===== src/rtl/fc_pkg.sv =====
package fc_pkg;
    typedef enum logic [1:0] {
        FC_ACTIVE  = 2'd0,
        FC_PASSIVE = 2'd1,
        FC_BUSOFF  = 2'd2
    } fc_state_e;
endpackage


===== src/rtl/fc_rx_counter.sv =====
module fc_rx_counter #(
    parameter int unsigned REC_W       = 8,
    parameter int unsigned STEP        = 1,
    parameter int unsigned DOM_STEP    = 8,
    parameter int unsigned PASSIVE_LIM = 127,
    parameter int unsigned RELOAD      = 120
) (
    input  logic             clk,
    input  logic             rst_n,
    input  logic             hold_i,
    input  logic             clear_i,
    input  logic             err_i,
    input  logic             dom_err_i,
    input  logic             ok_i,
    output logic [REC_W-1:0] cnt_q,
    output logic [REC_W-1:0] cnt_d
);
    localparam logic [REC_W:0]   STEP_X   = (REC_W+1)'(STEP);
    localparam logic [REC_W:0]   DSTEP_X  = (REC_W+1)'(DOM_STEP);
    localparam logic [REC_W:0]   SAT_X    = {1'b0, {REC_W{1'b1}}};
    localparam logic [REC_W-1:0] PASS_V   = REC_W'(PASSIVE_LIM);
    localparam logic [REC_W-1:0] RELOAD_V = REC_W'(RELOAD);

    function automatic logic [REC_W-1:0] sat_add(input logic [REC_W-1:0] a,
                                                 input logic [REC_W:0]   s);
        logic [REC_W:0] sum;
        sum = {1'b0, a} + s;
        if (sum > SAT_X) return SAT_X[REC_W-1:0];
        return sum[REC_W-1:0];
    endfunction

    always_comb begin
        cnt_d = cnt_q;
        if (clear_i) begin
            cnt_d = '0;
        end else if (!hold_i) begin
            if (dom_err_i)      cnt_d = sat_add(cnt_q, DSTEP_X);
            else if (err_i)     cnt_d = sat_add(cnt_q, STEP_X);
            else if (ok_i) begin
                if (cnt_q > PASS_V)      cnt_d = RELOAD_V;
                else if (cnt_q != '0)    cnt_d = cnt_q - 1'b1;
            end
        end
    end

    always_ff @(posedge clk or negedge rst_n) begin
        if (!rst_n) cnt_q <= '0;
        else        cnt_q <= cnt_d;
    end


    rx_reload_chk: assert property (@(posedge clk) disable iff (!rst_n)
        (!hold_i && !clear_i && ok_i && !err_i && !dom_err_i && cnt_q > PASS_V)
        |=> cnt_q == RELOAD_V);


    rx_never_wraps_chk: assert property (@(posedge clk) disable iff (!rst_n)
        (!hold_i && !clear_i && (err_i || dom_err_i)) |=> cnt_q > $past(cnt_q) || cnt_q == SAT_X[REC_W-1:0]);


    rx_hold_chk: assert property (@(posedge clk) disable iff (!rst_n)
        (hold_i && !clear_i) |=> $stable(cnt_q));
endmodule


===== src/rtl/fc_tx_counter.sv =====
module fc_tx_counter #(
    parameter int unsigned TEC_W = 9,
    parameter int unsigned STEP  = 8
) (
    input  logic             clk,
    input  logic             rst_n,
    input  logic             hold_i,
    input  logic             clear_i,
    input  logic             err_i,
    input  logic             ok_i,
    output logic [TEC_W-1:0] cnt_q,
    output logic [TEC_W-1:0] cnt_d
);
    localparam logic [TEC_W-1:0] STEP_V = TEC_W'(STEP);

    always_comb begin
        cnt_d = cnt_q;
        if (clear_i) begin
            cnt_d = '0;
        end else if (!hold_i) begin
            if (err_i)                     cnt_d = cnt_q + STEP_V;
            else if (ok_i && cnt_q != '0)  cnt_d = cnt_q - 1'b1;
        end
    end

    always_ff @(posedge clk or negedge rst_n) begin
        if (!rst_n) cnt_q <= '0;
        else        cnt_q <= cnt_d;
    end


    tx_step_chk: assert property (@(posedge clk) disable iff (!rst_n)
        (!hold_i && !clear_i && err_i) |=> cnt_q == $past(cnt_q) + STEP_V);


    tx_floor_chk: assert property (@(posedge clk) disable iff (!rst_n)
        (!hold_i && !clear_i && !err_i && ok_i && cnt_q == '0) |=> cnt_q == '0);


    tx_hold_chk: assert property (@(posedge clk) disable iff (!rst_n)
        (hold_i && !clear_i) |=> $stable(cnt_q));
endmodule


===== src/rtl/fc_recovery.sv =====
module fc_recovery #(
    parameter int unsigned EVENTS = 128
) (
    input  logic clk,
    input  logic rst_n,
    input  logic active_i,
    input  logic seq_i,
    output logic done_o
);
    localparam int unsigned CW   = $clog2(EVENTS + 1);
    localparam logic [CW-1:0] LAST = CW'(EVENTS - 1);

    logic [CW-1:0] cnt_q;

    assign done_o = active_i && seq_i && (cnt_q == LAST);

    always_ff @(posedge clk or negedge rst_n) begin
        if (!rst_n)                 cnt_q <= '0;
        else if (!active_i || done_o) cnt_q <= '0;
        else if (seq_i)             cnt_q <= cnt_q + 1'b1;
    end


    recov_idle_chk: assert property (@(posedge clk) disable iff (!rst_n)
        !active_i |=> cnt_q == '0);
endmodule


===== src/rtl/fc_state_fsm.sv =====
module fc_state_fsm
    import fc_pkg::*;
#(
    parameter int unsigned REC_W       = 8,
    parameter int unsigned TEC_W       = 9,
    parameter int unsigned PASSIVE_LIM = 127,
    parameter int unsigned BUSOFF_LIM  = 255
) (
    input  logic             clk,
    input  logic             rst_n,
    input  logic [REC_W-1:0] rec_d_i,
    input  logic [TEC_W-1:0] tec_d_i,
    input  logic             recov_done_i,
    output logic             err_passive_o,
    output logic             bus_off_o
);
    localparam logic [REC_W-1:0] PASS_R = REC_W'(PASSIVE_LIM);
    localparam logic [TEC_W-1:0] PASS_T = TEC_W'(PASSIVE_LIM);
    localparam logic [TEC_W-1:0] BOFF_T = TEC_W'(BUSOFF_LIM);

    fc_state_e state_q, state_d;
    logic over_pass, over_boff;

    assign over_pass = (rec_d_i > PASS_R) || (tec_d_i > PASS_T);
    assign over_boff = (tec_d_i > BOFF_T);

    always_comb begin
        state_d = state_q;
        unique case (state_q)
            FC_ACTIVE: begin
                if (over_boff)      state_d = FC_BUSOFF;
                else if (over_pass) state_d = FC_PASSIVE;
            end
            FC_PASSIVE: begin
                if (over_boff)       state_d = FC_BUSOFF;
                else if (!over_pass) state_d = FC_ACTIVE;
            end
            FC_BUSOFF: begin
                if (recov_done_i)    state_d = FC_ACTIVE;
            end
            default: state_d = FC_ACTIVE;
        endcase
    end

    always_ff @(posedge clk or negedge rst_n) begin
        if (!rst_n) state_q <= FC_ACTIVE;
        else        state_q <= state_d;
    end

    always_comb begin
        err_passive_o = (state_q == FC_PASSIVE);
        bus_off_o     = (state_q == FC_BUSOFF);
    end


    flags_excl_chk: assert property (@(posedge clk) disable iff (!rst_n)
        !(err_passive_o && bus_off_o));


    busoff_exit_chk: assert property (@(posedge clk) disable iff (!rst_n)
        (bus_off_o && !recov_done_i) |=> bus_off_o);
endmodule


===== src/rtl/can_fault_conf.sv =====
module can_fault_conf #(
    parameter int unsigned REC_W        = 8,
    parameter int unsigned TEC_W        = 9,
    parameter int unsigned TX_STEP      = 8,
    parameter int unsigned RX_STEP      = 1,
    parameter int unsigned RX_DOM_STEP  = 8,
    parameter int unsigned PASSIVE_LIM  = 127,
    parameter int unsigned BUSOFF_LIM   = 255,
    parameter int unsigned RX_RELOAD    = 120,
    parameter int unsigned RECOV_EVENTS = 128
) (
    input  logic             clk,
    input  logic             rst_n,
    input  logic             tx_err_i,
    input  logic             tx_ok_i,
    input  logic             rx_err_i,
    input  logic             rx_dom_err_i,
    input  logic             rx_ok_i,
    input  logic             rec_seq_i,
    output logic [REC_W-1:0] rec_cnt_o,
    output logic [TEC_W-1:0] tec_cnt_o,
    output logic             err_passive_o,
    output logic             bus_off_o
);
    localparam logic [REC_W-1:0] PASS_R = REC_W'(PASSIVE_LIM);
    localparam logic [TEC_W-1:0] PASS_T = TEC_W'(PASSIVE_LIM);
    localparam logic [TEC_W-1:0] BOFF_T = TEC_W'(BUSOFF_LIM);

    logic [REC_W-1:0] rec_d;
    logic [TEC_W-1:0] tec_d;
    logic             recov_done;

    fc_rx_counter #(
        .REC_W(REC_W), .STEP(RX_STEP), .DOM_STEP(RX_DOM_STEP),
        .PASSIVE_LIM(PASSIVE_LIM), .RELOAD(RX_RELOAD)
    ) u_rx (
        .clk(clk), .rst_n(rst_n), .hold_i(bus_off_o), .clear_i(recov_done),
        .err_i(rx_err_i), .dom_err_i(rx_dom_err_i), .ok_i(rx_ok_i),
        .cnt_q(rec_cnt_o), .cnt_d(rec_d)
    );

    fc_tx_counter #(
        .TEC_W(TEC_W), .STEP(TX_STEP)
    ) u_tx (
        .clk(clk), .rst_n(rst_n), .hold_i(bus_off_o), .clear_i(recov_done),
        .err_i(tx_err_i), .ok_i(tx_ok_i),
        .cnt_q(tec_cnt_o), .cnt_d(tec_d)
    );

    fc_recovery #(
        .EVENTS(RECOV_EVENTS)
    ) u_recov (
        .clk(clk), .rst_n(rst_n), .active_i(bus_off_o), .seq_i(rec_seq_i),
        .done_o(recov_done)
    );

    fc_state_fsm #(
        .REC_W(REC_W), .TEC_W(TEC_W),
        .PASSIVE_LIM(PASSIVE_LIM), .BUSOFF_LIM(BUSOFF_LIM)
    ) u_fsm (
        .clk(clk), .rst_n(rst_n), .rec_d_i(rec_d), .tec_d_i(tec_d),
        .recov_done_i(recov_done),
        .err_passive_o(err_passive_o), .bus_off_o(bus_off_o)
    );


    passive_flag_chk: assert property (@(posedge clk) disable iff (!rst_n)
        err_passive_o |-> ((rec_cnt_o > PASS_R) || (tec_cnt_o > PASS_T)) && (tec_cnt_o <= BOFF_T));


    active_flag_chk: assert property (@(posedge clk) disable iff (!rst_n)
        (rec_cnt_o <= PASS_R && tec_cnt_o <= PASS_T) |-> !err_passive_o && !bus_off_o);


    busoff_flag_chk: assert property (@(posedge clk) disable iff (!rst_n)
        (tec_cnt_o > BOFF_T) |-> bus_off_o && !err_passive_o);


    recov_clear_chk: assert property (@(posedge clk) disable iff (!rst_n)
        recov_done |=> rec_cnt_o == '0 && tec_cnt_o == '0 && !bus_off_o && !err_passive_o);
endmodule


===== config.mk =====
export PLATFORM = sky130hd
export DESIGN_NAME = can_fault_conf
export DESIGN_NICKNAME = d
export VERILOG_FILES = /design/src/rtl/fc_pkg.sv /design/src/rtl/fc_rx_counter.sv /design/src/rtl/fc_tx_counter.sv /design/src/rtl/fc_recovery.sv /design/src/rtl/fc_state_fsm.sv /design/src/rtl/can_fault_conf.sv
export SDC_FILE = /design/constraint.sdc
export NUM_CORES = 1
export LEC_CHECK = 0
export BUFFER_PORTS_ARGS = -buffer_cell sky130_fd_sc_hd__buf_2
export CORE_MARGIN = 2
export CORE_UTILIZATION = 53
export CTS_CLUSTER_DIAMETER = 150
export DETAILED_ROUTE_END_ITERATION = 8
export PLACE_DENSITY = 0.85
export SETUP_SLACK_MARGIN = 0.1
export SLEW_MARGIN = 20
export SYNTH_ARGS = -nofsm -noshare
export SYNTH_HDL_FRONTEND = slang
export SYNTH_SLANG_ARGS = --single-unit

===== constraint.sdc =====
create_clock -name clk -period 2 [get_ports clk]
set_clock_uncertainty 0.05 [all_clocks]
set_input_delay 0.4 -clock clk [delete_from_list [all_inputs] [get_ports clk]]
set_output_delay 0.4 -clock clk [all_outputs]
set_load 0.01 [all_outputs]

==> run_summary.xml, run 1 <==
<?xml version="1.0" encoding="UTF-8"?>
<metrics>
  <group name="outcome">
    <metric name="run_status" unit="">complete, but fails checks</metric>
    <metric name="failed_checks" unit="">setup timing</metric>
  </group>
  <group name="critical_path">
    <metric name="path_buf_inv" unit="">3</metric>
    <metric name="timing.reg2reg.setup_slack" unit="ns">-0.15</metric>
    <metric name="worst_setup_path_start_kind" unit="">flop</metric>
    <metric name="timing_worst_setup_path_type" unit="">flop to flop</metric>
    <metric name="crit_path_max_incr_delay" unit="ns">0.48</metric>
    <metric name="worstRegToRegCells" unit="">10</metric>
    <metric name="crit-reg2reg-launch" unit="">u_rx.cnt_q[0]</metric>
    <metric name="r2r-end" unit="">u_rx.cnt_q[6]</metric>
    <metric name="crit_family" unit="">simple AND/OR/NAND/NOR gates</metric>
    <metric name="cp-end-kind" unit="">flop</metric>
    <metric name="cell_with_the_largest_stage_delay_on_the_worst_path" unit="">sky130_fd_sc_hd__or4b_1</metric>
    <metric name="worstPathRequired" unit="ns">2.17</metric>
    <metric name="crit_path_max_fanout" unit="">4</metric>
    <metric name="crit_chain" unit="">buf_6, inv_8, buf_4, ha_4, or4b_1, nor4_2, o21ai_1, nand3_1, a31o_1, a32o_1</metric>
    <metric name="timing.critical_path.arrival" unit="ns">2.33</metric>
  </group>
  <group name="detailed_routing">
    <metric name="drt_pre_antenna_iters" unit="">5</metric>
    <metric name="drc_errors" unit="">0</metric>
    <metric name="wire_per_inst" unit="um">19.4</metric>
    <metric name="drt.antenna.violating_nets" unit="">0</metric>
    <metric name="detailroute.via_count" unit="">2549</metric>
    <metric name="route.detailed.vias_per_inst" unit="">6.45</metric>
    <metric name="finalWirelength" unit="mm">7.67</metric>
    <metric name="drt_first_iter_violations" unit="">203</metric>
  </group>
  <group name="global_route">
    <metric name="grt.total_usage" unit="%">28.1</metric>
    <metric name="first_global_vias" unit="">2355</metric>
    <metric name="grt_pass1_wl" unit="mm">11.0</metric>
    <metric name="grt_overflow_total" unit="">0</metric>
    <metric name="pin_count_of_the_biggest_net_entering_global_routing" unit="">28</metric>
    <metric name="grt_antenna_before_repair" unit="">0</metric>
  </group>
  <group name="yosys">
    <metric name="ff_latch_count_synth" unit="">27</metric>
    <metric name="top_area_cell_type_share_of_the_netlist_area" unit="%">30.1</metric>
    <metric name="fraction_of_registers_with_async_set_or_reset_after_synthesis" unit="%">100</metric>
    <metric name="synth_ff_type" unit="">sky130_fd_sc_hd__dfrtp_1</metric>
    <metric name="synth_fp_nets" unit="">290</metric>
    <metric name="postSynthAreaPerCell" unit="sq um">8.35</metric>
    <metric name="synth_enable_flop_cells" unit="">0</metric>
    <metric name="main_area_contributors_after_synthesis" unit="">sky130_fd_sc_hd__dfrtp_1 (30%), sky130_fd_sc_hd__ha_1 (7.2%), sky130_fd_sc_hd__a21oi_1 (4.2%), sky130_fd_sc_hd__nand2_1 (4.2%), sky130_fd_sc_hd__nor2_1 (4.2%)</metric>
    <metric name="post_synth_instance_area" unit="sq um">2250</metric>
    <metric name="synth_common_cells" unit="">sky130_fd_sc_hd__dfrtp_1 (27), sky130_fd_sc_hd__nand2_1 (25), sky130_fd_sc_hd__nor2_1 (25)</metric>
    <metric name="netlist.top_cell.by_area" unit="">sky130_fd_sc_hd__dfrtp_1</metric>
    <metric name="synth_cell_type_count" unit="">66</metric>
    <metric name="synth_cells" unit="">269</metric>
    <metric name="yosys.cell_count.top_type" unit="">sky130_fd_sc_hd__dfrtp_1</metric>
    <metric name="ys.warnings.count" unit="">0</metric>
    <metric name="synth.yosys.seq_area_share" unit="%">30.1</metric>
  </group>
  <group name="sta">
    <metric name="postLayoutSetupSlackWorst" unit="ns">-0.152</metric>
    <metric name="hold_violation_total_from_the_final_report" unit="">0</metric>
    <metric name="timing.final.max_slew_violations" unit="">0</metric>
    <metric name="worst_slew_margin_rel" unit="%">60.0</metric>
    <metric name="number_of_endpoints_failing_setup_at_the_final_stage" unit="">7</metric>
    <metric name="tightestPinTransition" unit="ns">0.600</metric>
    <metric name="post-route-period-util" unit="%">108</metric>
    <metric name="final.min_clock_period" unit="ns">2.15</metric>
    <metric name="max_freq" unit="MHz">465</metric>
    <metric name="rsz0062_at_grt" unit="">yes</metric>
  </group>
  <group name="floorplanning">
    <metric name="dieWidth" unit="um">69.1</metric>
    <metric name="row_count" unit="">23</metric>
    <metric name="boundaryPins" unit="">27</metric>
    <metric name="floorplan.core_area" unit="sq um">4030</metric>
    <metric name="die_h" unit="um">69.1</metric>
    <metric name="initial_utilization" unit="%">55.7</metric>
    <metric name="die_area" unit="sq um">4770</metric>
  </group>
  <group name="cts">
    <metric name="cts_inserted_buffers" unit="">3</metric>
    <metric name="worstSkewPairLatency" unit="ns">0.28</metric>
    <metric name="cts.sink_count" unit="">27</metric>
    <metric name="cts.path.max_buffers" unit="">2</metric>
    <metric name="cts_tree" unit="">done</metric>
    <metric name="clkTransAtPathRegs" unit="ns">0.09</metric>
    <metric name="htree_levels" unit="">1</metric>
    <metric name="cts_root_buf" unit="">sky130_fd_sc_hd__clkbuf_8</metric>
  </group>
  <group name="place">
    <metric name="routabilityCongestion" unit="">0.952</metric>
    <metric name="place_hpwl" unit="mm">4.65</metric>
    <metric name="placement.setup.worst_slack" unit="ns">-0.106</metric>
    <metric name="port_buffers" unit="">26</metric>
  </group>
  <group name="finish">
    <metric name="final_layout_size_suffix_gt1_share" unit="%">44.6</metric>
    <metric name="flow.area_growth_from_synthesis" unit="%">44.2</metric>
    <metric name="filler_cell_count" unit="">252</metric>
    <metric name="net_total_in_the_final_layout" unit="">367</metric>
    <metric name="antenna_cells_inserted" unit="">0</metric>
  </group>
  <group name="pwr">
    <metric name="peak_supply_drop" unit="uV">1020</metric>
    <metric name="p_leak" unit="nW">1.34</metric>
    <metric name="fin_total_pwr" unit="W">0.00496</metric>
    <metric name="pwr_density_cell" unit="nW/um^2">1530</metric>
  </group>
  <group name="run">
    <metric name="maxCapViolations" unit="">0</metric>
  </group>
  <group name="hold_path">
    <metric name="hold_path.class" unit="">input port to async pin</metric>
  </group>
</metrics>
[sequential cells by signal (all words and copies together) (netlist names)]
signal	count
u_tx.cnt_q	9
u_rx.cnt_q	8
u_recov.cnt_q	8
u_fsm.state_q	2
[cells by family after synthesis]
kind of cell,count (synthesis),synth area share [%]
compound gates,84,26.2
xor+xnor,10,3.90
mux,2,0.891
fa+ha+maj,13,7.24
flops,27,30.1
simple gates,106,26.3
buf+inv,27,5.35
[what timing repair did]
item / 4_1_cts / 5_1_grt
hold buffers: 0 / 0
endpoints found under the setup margin: 10 / 18
resized for setup: 25 / 36
pin swaps: 30 / 17
setup buffers: 13 / 7
[worst reg2reg max path: cells and delay by family (launching register included)]
family,cells,cell delay [ns]
buffers and inverters,3,0.29
DFF,1,0.41
and+or+nand+nor,3,0.83
adders and majority gates,1,0.13
AOI/OAI and AO/OA,3,0.37
[worst max-delay path by stage]
stage                        from                to  slack, ns  cells after the start
floorplan           u_rx.cnt_q[4]  u_fsm.state_q[0]       0.06                      8
global placement    u_rx.cnt_q[0]     u_rx.cnt_q[3]      -0.02                      9
detailed placement  u_rx.cnt_q[0]     u_rx.cnt_q[3]      -0.11                      9
CTS                 u_rx.cnt_q[0]     u_rx.cnt_q[3]      -0.02                      9
global route        u_rx.cnt_q[0]     u_rx.cnt_q[6]      -0.23                     10
finish              u_rx.cnt_q[0]     u_rx.cnt_q[6]      -0.15                     10
[metal layers]
layer | GRT usage [%] | part of all wire, %
met5 | 0 | 0
met1 | 33.9 | 38
met2 | 49.6 | 53
met3 | 3.65 | 5.0
met4 | 12.6 | 3.7
[placed cells by master, fill, tap and decap left out, drive strengths merged, types with 5 or more instances in the layout]
| master | n |
|---|---|
| ha | 13 |
| o21ai | 19 |
| dfrtp | 27 |
| nor2 | 26 |
| nand3 | 13 |
| inv | 16 |
| nor3 | 8 |
| nand2b | 7 |
| o211ai | 5 |
| xor2 | 6 |
| buf | 83 |
| nand2 | 25 |
| a21oi | 19 |
| a211oi | 5 |
| a31oi | 5 |
[final cells by class]
cell class / count / area, sq um / share of cell area [%]
flip-flops and latches: 27 / 679 / 21.0
clock inverters: 1 / 5.00 / 0.154
multi-input cells: 215 / 1800 / 55.6
inverters: 16 / 77.6 / 2.39
clock buffers: 3 / 41.3 / 1.27
repair buffers: 83 / 573 / 17.7
well taps: 50 / 62.6 / 1.93
[stage by stage]
step | std cells | setup TNS, ns | utilization [%] | hold WS (ns) | area (sq um)
floorplan | 269 | 0 | - | 0.0544 | 2340
global placement | 371 | -0.0231 | 67.9 | 0.378 | 2740
detailed placement | 371 | -0.233 | 67.9 | 0.389 | 2740
CTS | 388 | -0.0637 | 74.2 | 0.0807 | 2990
global route | 395 | -1.06 | 80.4 | 0.127 | 3240
finish | 395 | -0.397 | 80.4 | 0.0650 | 3240
[power breakdown]
part / switching [W] / total (W) / leakage (nW) / internal, W
clock: 0.000177 / 0.000317 / 0.0255 / 0.000140
sequential: 0.000329 / 0.00108 / 0.327 / 0.000751
combinational: 0.00191 / 0.00356 / 0.986 / 0.00165
(Power assumes the default switching activity.)
==> inputs of run 2 (changes only) <==
- CORE_UTILIZATION: 53 -> 50
- PLACE_DENSITY: 0.85 -> 0.81
==> run_summary.xml, run 2 (synthesis results as in run 1) <==
<?xml version="1.0" encoding="UTF-8"?>
<metrics>
  <group name="outcome">
    <metric name="run_status" unit="">complete, but fails checks</metric>
    <metric name="failed_checks" unit="">setup timing</metric>
  </group>
  <group name="detailed_routing">
    <metric name="drt_first_iter_violations" unit="">165</metric>
    <metric name="finalWirelength" unit="mm">6.68</metric>
    <metric name="wire_per_inst" unit="um">17.4</metric>
    <metric name="drt_pre_antenna_iters" unit="">5</metric>
    <metric name="route.detailed.vias_per_inst" unit="">6.21</metric>
    <metric name="detailroute.via_count" unit="">2385</metric>
    <metric name="drt.antenna.violating_nets" unit="">0</metric>
    <metric name="drc_errors" unit="">0</metric>
  </group>
  <group name="place">
    <metric name="place_hpwl" unit="mm">4.40</metric>
    <metric name="routabilityCongestion" unit="">0.970</metric>
    <metric name="port_buffers" unit="">26</metric>
  </group>
  <group name="sta">
    <metric name="hold_violation_total_from_the_final_report" unit="">0</metric>
    <metric name="final.min_clock_period" unit="ns">2.02</metric>
    <metric name="timing.final.max_slew_violations" unit="">0</metric>
    <metric name="postLayoutSetupSlackWorst" unit="ns">-0.0157</metric>
    <metric name="tightestPinTransition" unit="ns">0.610</metric>
    <metric name="max_freq" unit="MHz">496</metric>
    <metric name="post-route-period-util" unit="%">101</metric>
    <metric name="worst_hold_slack" unit="ns">0.0825</metric>
    <metric name="number_of_endpoints_failing_setup_at_the_final_stage" unit="">4</metric>
    <metric name="rsz0062_at_grt" unit="">yes</metric>
    <metric name="worst_slew_margin_rel" unit="%">59.3</metric>
  </group>
  <group name="cts">
    <metric name="cts.sink_count" unit="">27</metric>
    <metric name="cts_root_buf" unit="">sky130_fd_sc_hd__clkbuf_8</metric>
    <metric name="ctsHoldBuffers" unit="">0</metric>
    <metric name="clkTransAtPathRegs" unit="ns">0.09</metric>
    <metric name="cts.path.max_buffers" unit="">2</metric>
    <metric name="htree_levels" unit="">1</metric>
    <metric name="cts_inserted_buffers" unit="">3</metric>
    <metric name="worstSkewPairLatency" unit="ns">0.27</metric>
    <metric name="cts_tree" unit="">done</metric>
  </group>
  <group name="finish">
    <metric name="top_register" unit="">u_tx.cnt_q</metric>
    <metric name="layout_top_registers" unit="">u_tx.cnt_q x9, u_recov.cnt_q x8, u_rx.cnt_q x8</metric>
    <metric name="net_total_in_the_final_layout" unit="">354</metric>
    <metric name="flow.area_growth_from_synthesis" unit="%">36.8</metric>
    <metric name="filler_cell_count" unit="">311</metric>
    <metric name="final_layout_size_suffix_gt1_share" unit="%">38.0</metric>
    <metric name="final_core_utilization" unit="%">70.6</metric>
    <metric name="antenna_cells_inserted" unit="">0</metric>
    <metric name="largest_register_ff_count" unit="">9</metric>
    <metric name="mostFrequentLayoutCell" unit="">sky130_fd_sc_hd__buf_4</metric>
    <metric name="final_cell_mix" unit="">sky130_fd_sc_hd__buf_4 (39), sky130_fd_sc_hd__buf_2 (26), sky130_fd_sc_hd__nor2_1 (24), sky130_fd_sc_hd__dfrtp_1 (24), sky130_fd_sc_hd__nand2_1 (22)</metric>
  </group>
  <group name="floorplanning">
    <metric name="boundaryPins" unit="">27</metric>
    <metric name="die_h" unit="um">71.0</metric>
    <metric name="die_area" unit="sq um">5040</metric>
    <metric name="row_count" unit="">24</metric>
    <metric name="initial_utilization" unit="%">51.6</metric>
    <metric name="floorplan.core_area" unit="sq um">4350</metric>
    <metric name="dieWidth" unit="um">71.0</metric>
  </group>
  <group name="critical_path">
    <metric name="path_buf_inv" unit="">1</metric>
    <metric name="worstPathRequired" unit="ns">2.10</metric>
    <metric name="crit_chain" unit="">buf_12, nor4b_4, nand2_2, a31o_4, a211oi_2, o21a_1, o22ai_1</metric>
    <metric name="crit_path_max_incr_delay" unit="ns">0.47</metric>
    <metric name="worst_setup_path_start_kind" unit="">flop</metric>
    <metric name="crit_path_max_fanout" unit="">5</metric>
    <metric name="timing_worst_setup_path_type" unit="">flop to flop</metric>
    <metric name="timing.critical_path.arrival" unit="ns">2.12</metric>
    <metric name="cp-end-kind" unit="">flop</metric>
    <metric name="cell_with_the_largest_stage_delay_on_the_worst_path" unit="">sky130_fd_sc_hd__dfrtp_2</metric>
    <metric name="crit_family" unit="">compound AO/OA/AOI/OAI gates</metric>
  </group>
  <group name="global_route">
    <metric name="first_global_vias" unit="">2363</metric>
    <metric name="grt_overflow_total" unit="">0</metric>
    <metric name="grt_antenna_before_repair" unit="">0</metric>
    <metric name="pin_count_of_the_biggest_net_entering_global_routing" unit="">28</metric>
    <metric name="grt_pass1_wl" unit="mm">10.7</metric>
    <metric name="grt.total_usage" unit="%">26.2</metric>
  </group>
  <group name="pwr">
    <metric name="p_leak" unit="nW">1.28</metric>
    <metric name="pwr_density_cell" unit="nW/um^2">1510</metric>
    <metric name="peak_supply_drop" unit="uV">1020</metric>
  </group>
  <group name="hold_path">
    <metric name="hold_path.class" unit="">input port to async pin</metric>
  </group>
  <group name="run">
    <metric name="maxCapViolations" unit="">0</metric>
  </group>
</metrics>
## run 2: where the power goes
group,switching (W),internal (W)
Clock,0.000162,0.000143
Combinational,0.00176,0.00150
Sequential,0.000319,0.000751
## run 2: worst paths after layout
| kind | slack [ns] | endpoint | start | cells after the start |
|---|---|---|---|---|
| worst max-delay path | -0.02 | u_rx.cnt_q[3] | u_rx.cnt_q[4] | 7 |
| worst min-delay path | 0.08 | u_recov.cnt_q[2] | rst_n | 1 |
| worst max register to register | -0.02 | u_rx.cnt_q[3] | u_rx.cnt_q[4] | 7 |
| worst min register to register | 0.49 | u_recov.cnt_q[3] | u_recov.cnt_q[3] | 1 |
| max in group asynchronous | 1.38 | u_rx.cnt_q[1] | rst_n | 1 |
| min in group clk | 0.34 | u_recov.cnt_q[3] | rec_seq_i | 2 |
## run 2: cell type report
| type | count | area [sq um] | share of cell area (%) |
|---|---|---|---|
| repair buffers | 70 | 497 | 16.2 |
| inverters | 16 | 72.6 | 2.36 |
| flip-flops and latches | 27 | 679 | 22.1 |
| multi-input cells | 215 | 1710 | 55.8 |
| well taps | 52 | 65.1 | 2.12 |
| clock buffers | 4 | 45.0 | 1.47 |
## run 2: worst register-to-register path: stages, from the launching register on
cell and delay [ns]:
sky130_fd_sc_hd__dfrtp_2 0.47, sky130_fd_sc_hd__buf_12 0.16, sky130_fd_sc_hd__nor4b_4 0.40, sky130_fd_sc_hd__nand2_2 0.16, sky130_fd_sc_hd__a31o_4 0.24, sky130_fd_sc_hd__a211oi_2 0.19
sky130_fd_sc_hd__o21a_1 0.16, sky130_fd_sc_hd__o22ai_1 0.07
## run 2: metrics by stage
step	std cells	instance area, sq um	setup slack (ns)	total power [W]	setup TNS (ns)
floorplan	269	2340	0.0639	0.00273	0
global placement	365	2700	-0.0113	0.00365	-0.0113
detailed placement	365	2700	-0.0644	0.00373	-0.119
CTS	380	2910	0.0133	0.00429	0
global route	384	3070	-0.106	0.00495	-0.592
finish	384	3070	-0.0157	0.00463	-0.0361
## run 2: timing repair
| action | CTS | global route |
|---|---|---|
| pin swaps | 10 | 13 |
| gates cloned | 0 | 0 |
| buffers inserted | 11 | 4 |
| endpoints found under the setup margin | 11 | 15 |
| gates resized for setup | 19 | 23 |
| endpoints found under the hold margin | 0 | 0 |
## run 2: metal layers
metal / part of all wire, % / vias to the layer above / routed length (um) / GRT usage (%)
met1: 41 / 1146 / 2740 / 32.3
met2: 51 / 98 / 3410 / 45.5
li1: - / 1120 / - / -
met3: 4.3 / 21 / 289 / 2.14
met5: 0 / - / 0 / 0
met4: 3.4 / 0 / 228 / 14.0
==> inputs of run 3 (changes only) <==
- CTS_BUF_LIST: not set -> sky130_fd_sc_hd__clkbuf_8
- GPL_TIMING_DRIVEN: not set -> 0
==> run_summary.xml, run 3 (synthesis results as in run 1) <==
<?xml version="1.0" encoding="UTF-8"?>
<metrics>
  <group name="cts">
    <metric name="worstSkewPairLatency" unit="ns">0.27</metric>
    <metric name="clkTransAtPathRegs" unit="ns">0.09</metric>
    <metric name="cts_inserted_buffers" unit="">3</metric>
    <metric name="cts.path.max_buffers" unit="">2</metric>
    <metric name="cts_root_buf" unit="">sky130_fd_sc_hd__clkbuf_8</metric>
    <metric name="ctsHoldBuffers" unit="">0</metric>
    <metric name="cts.sink_count" unit="">27</metric>
    <metric name="cts_tree" unit="">done</metric>
    <metric name="htree_levels" unit="">1</metric>
  </group>
  <group name="critical_path">
    <metric name="worstPathRequired" unit="ns">2.11</metric>
    <metric name="cell_with_the_largest_stage_delay_on_the_worst_path" unit="">sky130_fd_sc_hd__dfrtp_1</metric>
    <metric name="timing.critical_path.arrival" unit="ns">2.14</metric>
    <metric name="worstRegToRegCells" unit="">10</metric>
    <metric name="crit-reg2reg-launch" unit="">u_rx.cnt_q[0]</metric>
    <metric name="worst_setup_path_start_kind" unit="">flop</metric>
    <metric name="r2r-end" unit="">u_rx.cnt_q[4]</metric>
    <metric name="crit_path_max_incr_delay" unit="ns">0.41</metric>
    <metric name="crit_chain" unit="">buf_6, inv_8, ha_4, nor4b_4, buf_4, a211oi_1, nand4b_1, o211ai_1, o21ai_1, o2bb2ai_1</metric>
    <metric name="cp-end-kind" unit="">flop</metric>
    <metric name="timing.reg2reg.setup_slack" unit="ns">-0.04</metric>
    <metric name="crit_path_max_fanout" unit="">4</metric>
    <metric name="timing_worst_setup_path_type" unit="">flop to flop</metric>
  </group>
  <group name="detailed_routing">
    <metric name="detailroute.via_count" unit="">2407</metric>
    <metric name="wire_per_inst" unit="um">17.8</metric>
    <metric name="route.detailed.vias_per_inst" unit="">6.20</metric>
    <metric name="drt_pre_antenna_iters" unit="">4</metric>
    <metric name="route.top_layer_used" unit="">met4</metric>
    <metric name="drt_first_iter_violations" unit="">161</metric>
    <metric name="wl_met2" unit="mm">3.61</metric>
    <metric name="drc_errors" unit="">0</metric>
    <metric name="finalWirelength" unit="mm">6.91</metric>
    <metric name="drt.antenna.violating_nets" unit="">0</metric>
    <metric name="m1_wire_length" unit="mm">2.73</metric>
    <metric name="met3_length" unit="um">437</metric>
  </group>
  <group name="finish">
    <metric name="final_layout_size_suffix_gt1_share" unit="%">38.7</metric>
    <metric name="top_register" unit="">u_tx.cnt_q</metric>
    <metric name="flow.area_growth_from_synthesis" unit="%">38.3</metric>
    <metric name="layout_top_registers" unit="">u_tx.cnt_q x9, u_recov.cnt_q x8, u_rx.cnt_q x8</metric>
    <metric name="net_total_in_the_final_layout" unit="">358</metric>
    <metric name="antenna_cells_inserted" unit="">0</metric>
    <metric name="final_cell_mix" unit="">sky130_fd_sc_hd__buf_4 (38), sky130_fd_sc_hd__buf_2 (28), sky130_fd_sc_hd__nand2_1 (23), sky130_fd_sc_hd__nor2_1 (23), sky130_fd_sc_hd__dfrtp_1 (23)</metric>
    <metric name="mostFrequentLayoutCell" unit="">sky130_fd_sc_hd__buf_4</metric>
    <metric name="final_core_utilization" unit="%">71.4</metric>
    <metric name="largest_register_ff_count" unit="">9</metric>
  </group>
  <group name="floorplanning">
    <metric name="dieWidth" unit="um">71.0</metric>
    <metric name="row_count" unit="">24</metric>
    <metric name="boundaryPins" unit="">27</metric>
    <metric name="floorplan.core_area" unit="sq um">4350</metric>
    <metric name="die_h" unit="um">71.0</metric>
    <metric name="initial_utilization" unit="%">51.6</metric>
    <metric name="die_area" unit="sq um">5040</metric>
  </group>
  <group name="sta">
    <metric name="rsz0062_at_grt" unit="">yes</metric>
    <metric name="timing.final.max_slew_violations" unit="">0</metric>
    <metric name="final.min_clock_period" unit="ns">2.04</metric>
    <metric name="max_freq" unit="MHz">491</metric>
    <metric name="postLayoutSetupSlackWorst" unit="ns">-0.0382</metric>
    <metric name="post-route-period-util" unit="%">102</metric>
    <metric name="hold_violation_total_from_the_final_report" unit="">0</metric>
    <metric name="tightestPinTransition" unit="ns">0.656</metric>
    <metric name="setup_tns" unit="ns">-0.102</metric>
    <metric name="number_of_endpoints_failing_setup_at_the_final_stage" unit="">3</metric>
    <metric name="worst_slew_margin_rel" unit="%">55.9</metric>
  </group>
  <group name="global_route">
    <metric name="grt_overflow_total" unit="">0</metric>
    <metric name="grt_antenna_before_repair" unit="">0</metric>
    <metric name="grt_pass1_wl" unit="mm">10.5</metric>
    <metric name="first_global_vias" unit="">2224</metric>
    <metric name="grt.total_usage" unit="%">25.6</metric>
    <metric name="pin_count_of_the_biggest_net_entering_global_routing" unit="">28</metric>
  </group>
  <group name="pwr">
    <metric name="peak_supply_drop" unit="uV">832</metric>
    <metric name="pwr_density_cell" unit="nW/um^2">1500</metric>
    <metric name="p_leak" unit="nW">1.28</metric>
  </group>
  <group name="place">
    <metric name="place_hpwl" unit="mm">4.18</metric>
    <metric name="port_buffers" unit="">26</metric>
    <metric name="routabilityCongestion" unit="">0.961</metric>
  </group>
  <group name="hold_path">
    <metric name="hold_path.class" unit="">input port to async pin</metric>
  </group>
  <group name="outcome">
    <metric name="failed_checks" unit="">setup timing</metric>
    <metric name="run_status" unit="">complete, but fails checks</metric>
  </group>
  <group name="run">
    <metric name="maxCapViolations" unit="">0</metric>
  </group>
</metrics>
run 3: cell types whose count changed in the layout (fill, tap and decap cells not counted), moves of 2 or more:
cell,delta
sky130_fd_sc_hd__nor2_4,+2
sky130_fd_sc_hd__ha_1,+2
sky130_fd_sc_hd__a31oi_1,-2
sky130_fd_sc_hd__buf_8,+2
sky130_fd_sc_hd__a31oi_2,+2
sky130_fd_sc_hd__buf_12,-2
sky130_fd_sc_hd__ha_2,-2
sky130_fd_sc_hd__buf_2,+2
run 3: worst max-delay path: cells and delay by family (launching register included):
kind / cells / cell delay [ns]
buffers and inverters: 3 / 0.40
AO/OA/AOI/OAI: 4 / 0.45
adder cells (fa/ha/maj): 1 / 0.12
flip-flops: 1 / 0.41
AND/OR/NAND/NOR: 2 / 0.49
run 3: per-layer routing:
metal / up-vias / GRT usage [%]
met1: 1157 / 33.3
met3: 17 / 3.56
met2: 105 / 44.4
met4: 0 / 7.76
li1: 1128 / -
met5: - / 0
run 3: report_power, final:
part	internal (W)	switching, W	leakage, nW
clock	0.000140	0.000166	0.0255
combinational	0.00150	0.00177	0.925
sequential	0.000753	0.000324	0.327
run 3: worst max path at each step:
stage                                 from               end  slack (ns)  cells past startpoint
after floorplan              u_rx.cnt_q[4]  u_fsm.state_q[0]        0.06                      8
after CTS                    u_rx.cnt_q[0]     u_rx.cnt_q[6]       0.003                      9
after detailed placement  u_recov.cnt_q[0]     u_rx.cnt_q[6]       -0.32                      6
after global routing         u_rx.cnt_q[0]     u_rx.cnt_q[4]       -0.18                     10
after global placement    u_recov.cnt_q[0]     u_rx.cnt_q[6]       -0.32                      6
final                        u_rx.cnt_q[0]     u_rx.cnt_q[4]       -0.04                     10
run 3: timing repair:
item / in CTS / in global routing
cloned: 0 / 0
resized for setup: 23 / 30
setup endpoints to repair: 17 / 18
pin swaps: 19 / 15
setup buffers: 29 / 8
run 3: layout make-up:
class	count	area (sq um)
Multi-Input combinational cell	215	1730
Fill cell	321	1250
Tap cell	52	65.1
Sequential cell	27	681
Timing Repair Buffer	63	414
Inverter	16	81.3
Clock buffer	3	41.3
Clock inverter	1	5.00
Buffer	11	93.8
run 3: metrics by stage:
stage | instances | power (W) | setup slack (ns) | hold slack [ns] | instance area, sq um
6_report | 388 | 0.00465 | -0.0382 | 0.0727 | 3110
5_1_grt | 388 | 0.00497 | -0.185 | 0.122 | 3110
4_1_cts | 380 | 0.00417 | 0.00276 | 0.0855 | 2900
3_5_place_dp | 347 | 0.00338 | -0.323 | 0.387 | 2530
3_3_place_gp | 347 | 0.00333 | -0.324 | 0.383 | 2530
2_1_floorplan | 269 | 0.00273 | 0.0639 | 0.0544 | 2340
